## src/rtl/gpio_pair_expander.sv

```systemverilog
module gpio_pair_expander #(
  parameter int PORT_W      = 8,
  parameter int SYNC_STAGES = 2
) (
  input  logic                  clk,
  input  logic                  rst_n,
  input  logic                  wr_start,
  input  logic                  byte_vld,
  input  logic [PORT_W-1:0]     byte_data,
  input  logic                  rd_req,
  input  logic                  stop,
  output logic [PORT_W-1:0]     rd_data,
  input  logic [2*PORT_W-1:0]   pin_in,
  output logic [2*PORT_W-1:0]   pin_out,
  output logic [2*PORT_W-1:0]   pin_oe
);
  localparam int PIN_W = 2 * PORT_W;

  logic [2:0]                  ptr;
  logic                        in_wr, cmd_pend;
  logic [1:0][PORT_W-1:0]      out_q, pol_q, cfg_q;
  logic [SYNC_STAGES-1:0][PIN_W-1:0] sync_q;
  logic [1:0][PORT_W-1:0]      pin_s;

  wire cmd_fire = byte_vld && in_wr && cmd_pend;
  wire dat_fire = byte_vld && in_wr && !cmd_pend;
  wire rd_fire  = rd_req && !in_wr;

  always_ff @(posedge clk or negedge rst_n) begin
    if (!rst_n) begin
      ptr      <= '0;
      in_wr    <= 1'b0;
      cmd_pend <= 1'b0;
    end else if (wr_start) begin
      in_wr    <= 1'b1;
      cmd_pend <= 1'b1;
    end else if (stop) begin
      in_wr    <= 1'b0;
      cmd_pend <= 1'b0;
    end else if (cmd_fire) begin
      ptr      <= byte_data[2:0];
      cmd_pend <= 1'b0;
    end else if (dat_fire || rd_fire) begin
      ptr[0]   <= ~ptr[0];
    end
  end

  always_ff @(posedge clk or negedge rst_n) begin
    if (!rst_n) begin
      out_q <= '1;
      pol_q <= '0;
      cfg_q <= '1;
    end else if (dat_fire && !wr_start && !stop) begin
      case (ptr[2:1])
        2'd1:    out_q[ptr[0]] <= byte_data;
        2'd2:    pol_q[ptr[0]] <= byte_data;
        2'd3:    cfg_q[ptr[0]] <= byte_data;
        default: ;
      endcase
    end
  end

  always_ff @(posedge clk or negedge rst_n) begin
    if (!rst_n) sync_q <= '0;
    else begin
      sync_q[0] <= pin_in;
      for (int i = 1; i < SYNC_STAGES; i++) sync_q[i] <= sync_q[i-1];
    end
  end

  assign pin_s = sync_q[SYNC_STAGES-1];

  always_comb begin
    case (ptr[2:1])
      2'd0:    rd_data = pin_s[ptr[0]] ^ pol_q[ptr[0]];
      2'd1:    rd_data = out_q[ptr[0]];
      2'd2:    rd_data = pol_q[ptr[0]];
      default: rd_data = cfg_q[ptr[0]];
    endcase
  end

  assign pin_out = out_q;
  assign pin_oe  = ~cfg_q;
endmodule

```

## config.mk

```make
export PLATFORM = sky130hd
export DESIGN_NAME = gpio_pair_expander
export DESIGN_NICKNAME = d
export VERILOG_FILES = /design/src/rtl/gpio_pair_expander.sv
export SDC_FILE = /design/constraint.sdc
export NUM_CORES = 1
export LEC_CHECK = 0
export BUFFER_PORTS_ARGS = -buffer_cell sky130_fd_sc_hd__buf_2
export CORE_MARGIN = 2
export CORE_UTILIZATION = 40
export DETAILED_ROUTE_END_ITERATION = 10
export PLACE_DENSITY = 0.58
export SLEW_MARGIN = 0
export SYNTH_ARGS = -nofsm -noshare
export SYNTH_HDL_FRONTEND = slang
export SYNTH_SLANG_ARGS = --single-unit
```

## constraint.sdc

```tcl
create_clock -name clk -period 2 [get_ports clk]
set_clock_uncertainty 0.15 [all_clocks]
set_input_delay 0.1 -clock clk [delete_from_list [all_inputs] [get_ports clk]]
set_output_delay 0.1 -clock clk [all_outputs]
set_load 0.01 [all_outputs]
```

**Word-level counts from Yosys, hierarchy flattened**

Index checks and enable logic that the tools add are counted.

- Flip-flop bits (word level): 85
- Output and inout bits: 40
- Logic and storage cells: 64

- $lt $le $gt $ge: 2
- Eq/ne operators: 3
- Multiplexer cells: 21
- Bitwise gates (word level): 5
- Reduce and logical (&&, ||, !) cells: 21

Operators with widths:

| kind | count |
|---|---|
| two-way mux 8 bit | 9 |
| bitwise mux 16 bit | 3 |
| one-hot mux 8 bit (3 select lines) | 1 |
| inverter 16 bit | 1 |
| demux 8 bit (select 1 bit) | 1 |
| XOR 8 bit | 1 |
| logical AND 1 bit | 7 |
| two-way mux 1 bit | 7 |
| AND reduction 2 bit | 3 |
| AND reduction 3 bit | 2 |
| equality test 2 bit, second input constant | 2 |
| logical NOT 1 bit | 4 |
| nonzero test 2 bit | 2 |
| inverter 1 bit | 3 |
| nonzero test 3 bit | 1 |
| equality test 2 x 1 -> 1 bit, second input constant | 1 |
| logical NOT 2 bit | 1 |
| < comparator 1 x 2 -> 1 bit, second input constant | 1 |
| >= comparator 1 bit, second input constant | 1 |
| logical OR 1 bit | 1 |

**Depth between registers and ports, before layout**

Gate-level depths: netlist (run 1).

- Depth after elaboration: 5
- Mapped depth: 6
- Mapped depth without buffers: 3

**Worst setup path before layout (run 1)**

OpenSTA, ideal clock, no wires.

- Path kind: reg2out
- From: register ptr[0]
- To: output rd_data[0]
- Arrival: 1.665 ns
- Data required time: 1.750 ns
- Slack: 0.085 ns
- Stages on the path, launching flop included: 7
- Path buffers: 3
- Cell sequence: dfrtp_1 > buf_2 > buf_6 > buf_2 > mux2i_1 > o22ai_1 > or3_1

- Word-level cells in the longest chain between the ends: 4

RTL lines:

| element | RTL line | source |
|---|---|---|
| start, declared | 19 | `logic [2:0] ptr;` |
| start signal, assigned | 41 | `ptr <= byte_data[2:0];` |
| start signal, assigned | 44 | `ptr[0] <= ~ptr[0];` |
| two-way mux 8 bit, on equally long branches (2 in a row) | 75, 77 |  |
| XOR 8 bit | 75 | `2'd0: rd_data = pin_s[ptr[0]] ^ pol_q[ptr[0]];` |
| one-hot mux 8 bit (3 select lines) * | 74 | `case (ptr[2:1])` |
| end, declared | 12 | `output logic [PORT_W-1:0] rd_data,` |

Mark *: on every way between the ends. The rest lies on a longest branch, timed or not. The select of a mux whose other input is x is not followed.

**Final worst setup path (run 1)**

- From: register ptr[0]
- To: output rd_data[6]

Same word-level chain as after synthesis.

==> key figures, run 1 <==
Global route
  – Global-route wire length before repair: 12,320 um
  – Gr usage total: 0.1641
  – Pin count of the biggest net entering global routing: 41
  – Vias in the first global route: 2,350
  – Initial antenna violation count: 0
  – GRT Residual Overflow: 0

Detailed routing
  – DR pass1 iterations: 6
  – Post-route ant nets: 0
  – DR WL/cell: 15.53 um
  – Vias/cell: 4.957
  – DRC violations left: 0
  – Starting DRT DRC Count: 106
  – Vias: 2,424
  – Post-Route WL: 7593 um

Yosys
  – Synth area leaders: dfrtp_1 37%, dfstp_2 23%, mux2_2 18%
  – Number of flops mapped to enable cells by yosys: 0
  – Main combinational cell family by area after synthesis: multiplexers
  – Syn Nets: 282
  – Synthesized netlist cell count: 252
  – Asr flop ratio synth: 1.000
  – Syn Area/Cell: 14.21 um2
  – Compound-Gate Fraction of Synth Area: 0.04264
  – Adder-cell share of the synthesized area: 0
  – Simple logic cell fraction of the synthesized area: 0.06047
  – Ys Warns: 0
  – Post-synthesis xor/xnor area fraction: 0
  – Multiplexer share of the synthesized area: 0.2527
  – Post-Syn Area: 3580 um2
  – Main synth FF type: dfrtp_1
  – Most common cell in the synthesized netlist: mux2_2
  – Commonest cells in the synthesized netlist: 58 x mux2_2, 53 x dfrtp_1, 32 x dfstp_2
  – Synth area leader: dfrtp_1
  – Synth unique cells: 28
  – Seq cells post-synth: 85
  – Synth top area share: 0.3705
  – Post-synthesis sequential area ratio: 0.6054

STA
  – Final setup fails: 8
  – Worst-margin pin slew: 0.5227 ns
  – Crit path time final: 2.267 ns
  – FMAX: 441.1 MHz
  – Slew Limit Fails: 0
  – Worst slew margin: 0.6503
  – Final period utilization: 1.134
  – RSZ-0062 raised after global routing: yes
  – Final Hold Fails: 0
  – Setup ws final: -0.2673 ns
  – Worst hold slack: 0.03246 ns

Clock tree
  – CTS Buf Count: 9
  – Sinks on Clock Net: 85
  – H-Tree Depth: 3
  – Skew-Pair Late Insertion Delay: 0.35 ns
  – Worst-path clk slew: 0.09 ns
  – Max clock buf depth: 2
  – CTS tree: built
  – Root Buffer: clkbuf_8

Die
  – Number of top-level pins: 70
  – Num rows: 34
  – Core ar.: 8721 um2
  – Initial Util: 0.4105
  – Die X: 98.60 um
  – DIE AREA: 9722 um2
  – Die height: 98.60 um

Placed design
  – Port bufs: 69
  – RD Place Congestion: 0.7808
  – Hpwl dp: 5223 um
  – Placed cell areas: 4165 um2
  – Dpl ws: 0.04350 ns

Critical path
  – Startpoint types: flop
  – Reg-to-Reg Start: ptr[0]$_DFFE_PN0P_
  – Worst EP required: 1.75 ns
  – Crit Path Class: reg2out
  – CP arrival: 2.02 ns
  – CP max FO: 7
  – Worst Setup End Kind: primary output
  – Setup crit start: ptr[0]$_DFFE_PN0P_

Outcome
  – Failing checks: negative setup slack
  – Outcome: finished with violations

Pwr
  – Switching share of total power: 0.2907
  – Worst vdd ir: 422.4 uV
  – P_int: 3.317 mW
  – Net switching power: 1.360 mW
  – Pwr Density: 956.3 nW/um2
  – Seq pwr share: 0.453
  – Gate power share: 0.283
  – Leak pwr: 2.271 nW
  – Clk network pwr share: 0.264

Finish
  – Share of cells above drive strength 1: 0.5643
  – Diode count: 0
  – Fill count: 733
  – Area grow syn2layout: 36.63%
  – FF/Latch Area: 2171 um2
  – Fin nets: 406
  – Final Cell Area: 4891 um2
  – Area of the multi-input gates: 1361 um2

Worst hold path
  – Min-Delay Path Class: in2async

Run
  – Max-cap violations: 0
==> sequential cells by signal, indices dropped and copies added (netlist names) <==
register and count:
pin_out 16, pin_s 16, ptr 3, sync_q 16
pol_q 16, cmd_pend 1, cfg_q 16, in_wr 1
==> what timing repair did <==
action                                  CTS  global route
gates resized for setup                   3            23
pin swaps                                 3             8
hold endpoints to repair                134             0
hold buffers                             32             0
endpoints found under the setup margin    8             8
gates cloned                              0             1
buffers inserted                          3             3
==> layout make-up <==
type,instances,share of cell area
sequential,85,0.4438
inverter,18,0.01381
clock buffer,9,0.02533
multi-input combinational,136,0.2783
clock inverter,7,0.01714
tap,108,0.02763
timing repair buffer,126,0.1939
==> power groups by stage <==
stage,Clock [mW],Combinational (mW),Sequential (mW)
6_report,1.24,1.32,2.12
5_1_grt,1.36,1.43,2.15
4_1_cts,1.29,1.15,2.11
3_5_place_dp,0,1.02,2.17
3_3_place_gp,0,1.01,2.17
2_1_floorplan,0,0.654,2.11
==> logic make-up after synthesis <==
family | after synthesis
buf+inv | 31
compound gates | 22
flops | 85
mux | 83
simple gates | 31
==> layout by cell type (no fill, tap or decap), types with 3 or more instances in the layout <==
cell           Yosys  final
a211oi_1           8      8
and3_1             8      5
and3_4             0      3
buf_12             0      3
buf_2              6     65
buf_4              2     19
buf_6              1      4
clkbuf_8           0      9
clkinv_4           0      3
dfrtp_1           53     52
dfstp_2           32     32
dlygate4sd3_1      0     32
inv_1             17     17
mux2_2            58     55
mux2_4             0      3
mux2i_1           24     21
nand2_1            3      3
nor2_1             3      3
o22ai_1            8      6
or3_1              8      4
or3_4              0      4
==> path summary, 6_finish.rpt <==
check / to / slack (ns) / depth (start not counted)
min in group clk: pin_s[1]$_DFF_PN0_ / 0.20 / 0
max: rd_data[6] / -0.27 / 5
min reg2reg: pin_s[1]$_DFF_PN0_ / 0.20 / 0
max in group asynchronous: pin_out[3]$_DFFE_PN1P_ / 1.00 / 3
min: pin_s[10]$_DFF_PN0_ / 0.03 / 2
max reg2reg: pol_q[6]$_DFFE_PN0P_ / 0.12 / 5
==> worst max-delay path, stage by stage, from the launching register on <==
cell and delay (ns):
dfrtp_4 0.51, buf_8 0.16, mux2_4 0.31, and3_4 0.18
or3_4 0.38, buf_6 0.13
==> per-stage QoR <==
stage                     utilization  instances  TNS [ns]  total power [mW]
after CTS                      0.5419        485    -1.954             4.546
after detailed placement       0.4776        434         0             3.193
after global routing           0.5608        489    -2.448             4.939
after floorplan                     -        252         0             2.762
final                          0.5608        489    -2.004             4.677
after global placement         0.4776        434         0             3.175
==> metal layers <==
metal | global-route usage | wire [um]
met3 | 0.02979 | 237
met5 | 0 | 0
met4 | 0.06533 | 114
met1 | 0.2270 | 3681
met2 | 0.2580 | 3560
No activity file was read; power rests on OpenSTA's default activity.
==> run 2: changes to the inputs <==
--- a/config.mk
+++ b/config.mk
@@ -7,9 +7,10 @@
 export LEC_CHECK = 0
 export BUFFER_PORTS_ARGS = -buffer_cell sky130_fd_sc_hd__buf_2
 export CORE_MARGIN = 2
-export CORE_UTILIZATION = 40
+export CORE_UTILIZATION = 25
 export DETAILED_ROUTE_END_ITERATION = 10
-export PLACE_DENSITY = 0.58
+export PLACE_DENSITY = 0.39
+export REMOVE_ABC_BUFFERS = 1
 export SLEW_MARGIN = 0
 export SYNTH_ARGS = -nofsm -noshare
 export SYNTH_HDL_FRONTEND = slang
==> constraint.sdc (replaced) <==
create_clock -name clk -period 2.4 [get_ports clk]
set_clock_uncertainty 0.15 [all_clocks]
set_input_delay 0.12 -clock clk [delete_from_list [all_inputs] [get_ports clk]]
set_output_delay 0.12 -clock clk [all_outputs]
set_load 0.01 [all_outputs]
==> run 2 against run 1 <==
Compared with the run above:
- the run now ends clean
- register-to-register slack better by 0.20 ns
- total power is 11% lower
- global-route usage is 3.8 points lower
- critical path type unchanged
- combinational power is 25% lower
- critical endpoint unchanged
- sequential power is 17% lower
- worst setup slack better by 0.40 ns
- via count is 0.74% lower
==> key figures, run 2 (synthesis gave the netlist of run 1 again) <==
Critical path
  – Crit Path Class: reg2out (unchanged)
  – FF-to-FF End: cfg_q[13]$_DFFE_PN1P_ (was pol_q[6]$_DFFE_PN0P_)
  – Worst Setup End Kind: primary output (unchanged)
  – Critical Path Sink: rd_data[6] (unchanged)
  – CP max FO: 6 (was 7)
  – Reg-to-Reg Start: in_wr$_DFFE_PN0N_ (was ptr[0]$_DFFE_PN0P_)
  – Worst r2r path cells: 4 (was 5)
  – Delay-heaviest family, CP: simple AND/OR/NAND/NOR gates (unchanged)
  – Slowest-stage cell, CP: dfrtp_4 (unchanged)
  – CP arrival: 1.99 ns (was 2.02 ns)
  – WP buf/inv: 2 (unchanged)
  – CP Depth: 5 (unchanged)
  – Delay of the slowest cell on the worst path: 0.51 ns (about the same)
  – Setup crit start: ptr[0]$_DFFE_PN0P_ (unchanged)
  – Startpoint types: flop (unchanged)
  – Worst R2R Setup Slack: 0.32 ns (was 0.12 ns)
  – Cell Chain, Critical Path: buf_12, mux2_2, and3_1, or3_1, buf_2 (was buf_8, mux2_4, and3_4, or3_4, buf_6)
  – Worst EP required: 2.13 ns (was 1.75 ns)

Finish
  – Most common cell after layout, fill and taps aside: buf_2 (unchanged)
  – Share of cells above drive strength 1: 0.5352 (was 0.5643)
  – Post-layout util: 0.3558 (was 0.5608)
  – FF/Latch Area: 2171 um2 (unchanged)
  – Area grow syn2layout: 38.52% (was 36.63%)
  – Fill count: 1,350 (was 733)
  – Diode count: 0 (unchanged)
  – Area of the multi-input gates: 1280 um2 (was 1361 um2)
  – Commonest non-fill, non-tap cells in the layout: 68 x buf_2, 58 x mux2_2, 52 x dfrtp_1 (was 65 x buf_2, 55 x mux2_2, 52 x dfrtp_1)
  – Fin nets: 408 (was 406)

Global route
  – Vias in the first global route: 2,447 (was 2,350)
  – Global-route wire length before repair: 13,840 um (was 12,320 um)
  – Initial antenna violation count: 0 (unchanged)
  – GRT Residual Overflow: 0 (unchanged)
  – Pin count of the biggest net entering global routing: 37 (was 41)
  – Gr usage total: 0.1259 (was 0.1641)

Placed design
  – Port bufs: 69 (unchanged)
  – RD Place Congestion: 0.7395 (was 0.7808)
  – Hpwl dp: 6430 um (was 5223 um)

Detailed routing
  – Post-Route WL: 9086 um (was 7593 um)
  – Vias/cell: 4.274 (was 4.957)
  – DR WL/cell: 16.14 um (was 15.53 um)
  – Starting DRT DRC Count: 139 (was 106)
  – Post-route ant nets: 0 (unchanged)
  – DR pass1 iterations: 4 (was 6)
  – DRC violations left: 0 (unchanged)
  – Vias: 2,406 (was 2,424)

Die
  – DIE AREA: 15,290 um2 (was 9722 um2)
  – Die height: 123.7 um (was 98.60 um)
  – Num rows: 43 (was 34)
  – Number of top-level pins: 70 (unchanged)
  – Core ar.: 13,930 um2 (was 8721 um2)
  – Die X: 123.7 um (was 98.60 um)
  – Initial Util: 0.2569 (was 0.4105)

STA
  – RSZ-0062 raised after global routing: no (was yes)
  – Worst-margin pin slew: 0.4510 ns (was 0.5227 ns)
  – Crit path time final: 2.263 ns
  – Final period utilization: 0.9429
  – FMAX: 441.9 MHz
  – Worst hold slack: 0.1291 ns (was 0.03246 ns)
  – Worst slew margin: 0.6993 (was 0.6503)
  – Slew Limit Fails: 0 (unchanged)
  – Final Hold Fails: 0 (unchanged)
  – Final setup fails: 0 (was 8)

Pwr
  – Worst vdd ir: 269.2 uV (was 422.4 uV)
  – Leak pwr: 2.297 nW (was 2.271 nW)
  – Total power draw: 4.181 mW (was 4.677 mW)
  – Pwr Density: 843.2 nW/um2 (was 956.3 nW/um2)

Clock tree
  – Root Buffer: clkbuf_16 (was clkbuf_8)
  – Worst-path clk slew: 0.06 ns (was 0.09 ns)
  – H-Tree Depth: 3 (unchanged)
  – CTS Buf Count: 9 (unchanged)
  – Sinks on Clock Net: 85 (unchanged)
  – Max clock buf depth: 2 (unchanged)
  – CTS tree: built (unchanged)
  – Skew-Pair Late Insertion Delay: 0.34 ns (was 0.35 ns)

Run
  – Max-cap violations: 0 (unchanged)

Outcome
  – Outcome: finished clean (was finished with violations)

Worst hold path
  – Min-Delay Path Class: in2async (unchanged)
==> run 2: changes by cell type in the layout (fill, tap and decap cells not counted), sizes merged <==
cell and change:
buf +4, clkbuf +3, clkinv -4, clkinvlp +2
dlygate4sd3 -1, inv -2
==> run 2: cell type report <==
type | count | area share
multi-input combinational | 136 | 0.2581
sequential | 85 | 0.4378
clock inverter | 3 | 0.009084
clock buffer | 13 | 0.05249
inverter | 18 | 0.01363
timing repair buffer | 128 | 0.1834
tap | 180 | 0.04542
==> run 2: worst min-delay path by stage <==
stage | startpoint | to | slack [ns] | cells after the start
after floorplan | rst_n | cmd_pend$_DFFE_PN0P_ | -0.33 | 0
after global placement | rst_n | sync_q[10]$_DFF_PN0_ | -0.05 | 1
after detailed placement | rst_n | sync_q[10]$_DFF_PN0_ | -0.04 | 1
after CTS | rst_n | pol_q[2]$_DFFE_PN0P_ | 0.13 | 2
after global routing | rst_n | pol_q[2]$_DFFE_PN0P_ | 0.17 | 2
final | rst_n | sync_q[10]$_DFF_PN0_ | 0.13 | 2
==> run 2: per-stage QoR <==
step	worst slack [ns]	cells	instance area (um2)	setup TNS, ns
after floorplan	-0.5617	239	3508	-6.590
after global placement	0.2141	513	4289	0
after detailed placement	0.1966	513	4289	0
after CTS	0.0003604	561	4918	0
after global routing	0.06887	563	4959	0
final	0.1370	563	4959	0
==> run 2: where the power goes <==
group	switching (mW)	leakage (nW)	internal [mW]	total, mW
clock	0.548	0.142	0.864	1.41
combinational	0.475	1.18	0.521	0.996
sequential	0.124	0.979	1.65	1.77
==> run 2: what timing repair did <==
| item | 4_1_cts | 5_1_grt |
|---|---|---|
| hold endpoints to repair | 114 | 0 |
| buffers inserted | 1 | 2 |
| setup endpoints to repair | 8 | 1 |
| hold buffers | 31 | 0 |
| pin swaps | 0 | 0 |
| resized for setup | 1 | 0 |
==> run 2: layer usage <==
layer  track usage  share of wire
met4       0.05611          0.021
met2        0.1906           0.46
met3       0.02976          0.044
met1        0.1711           0.47
met5             0              0
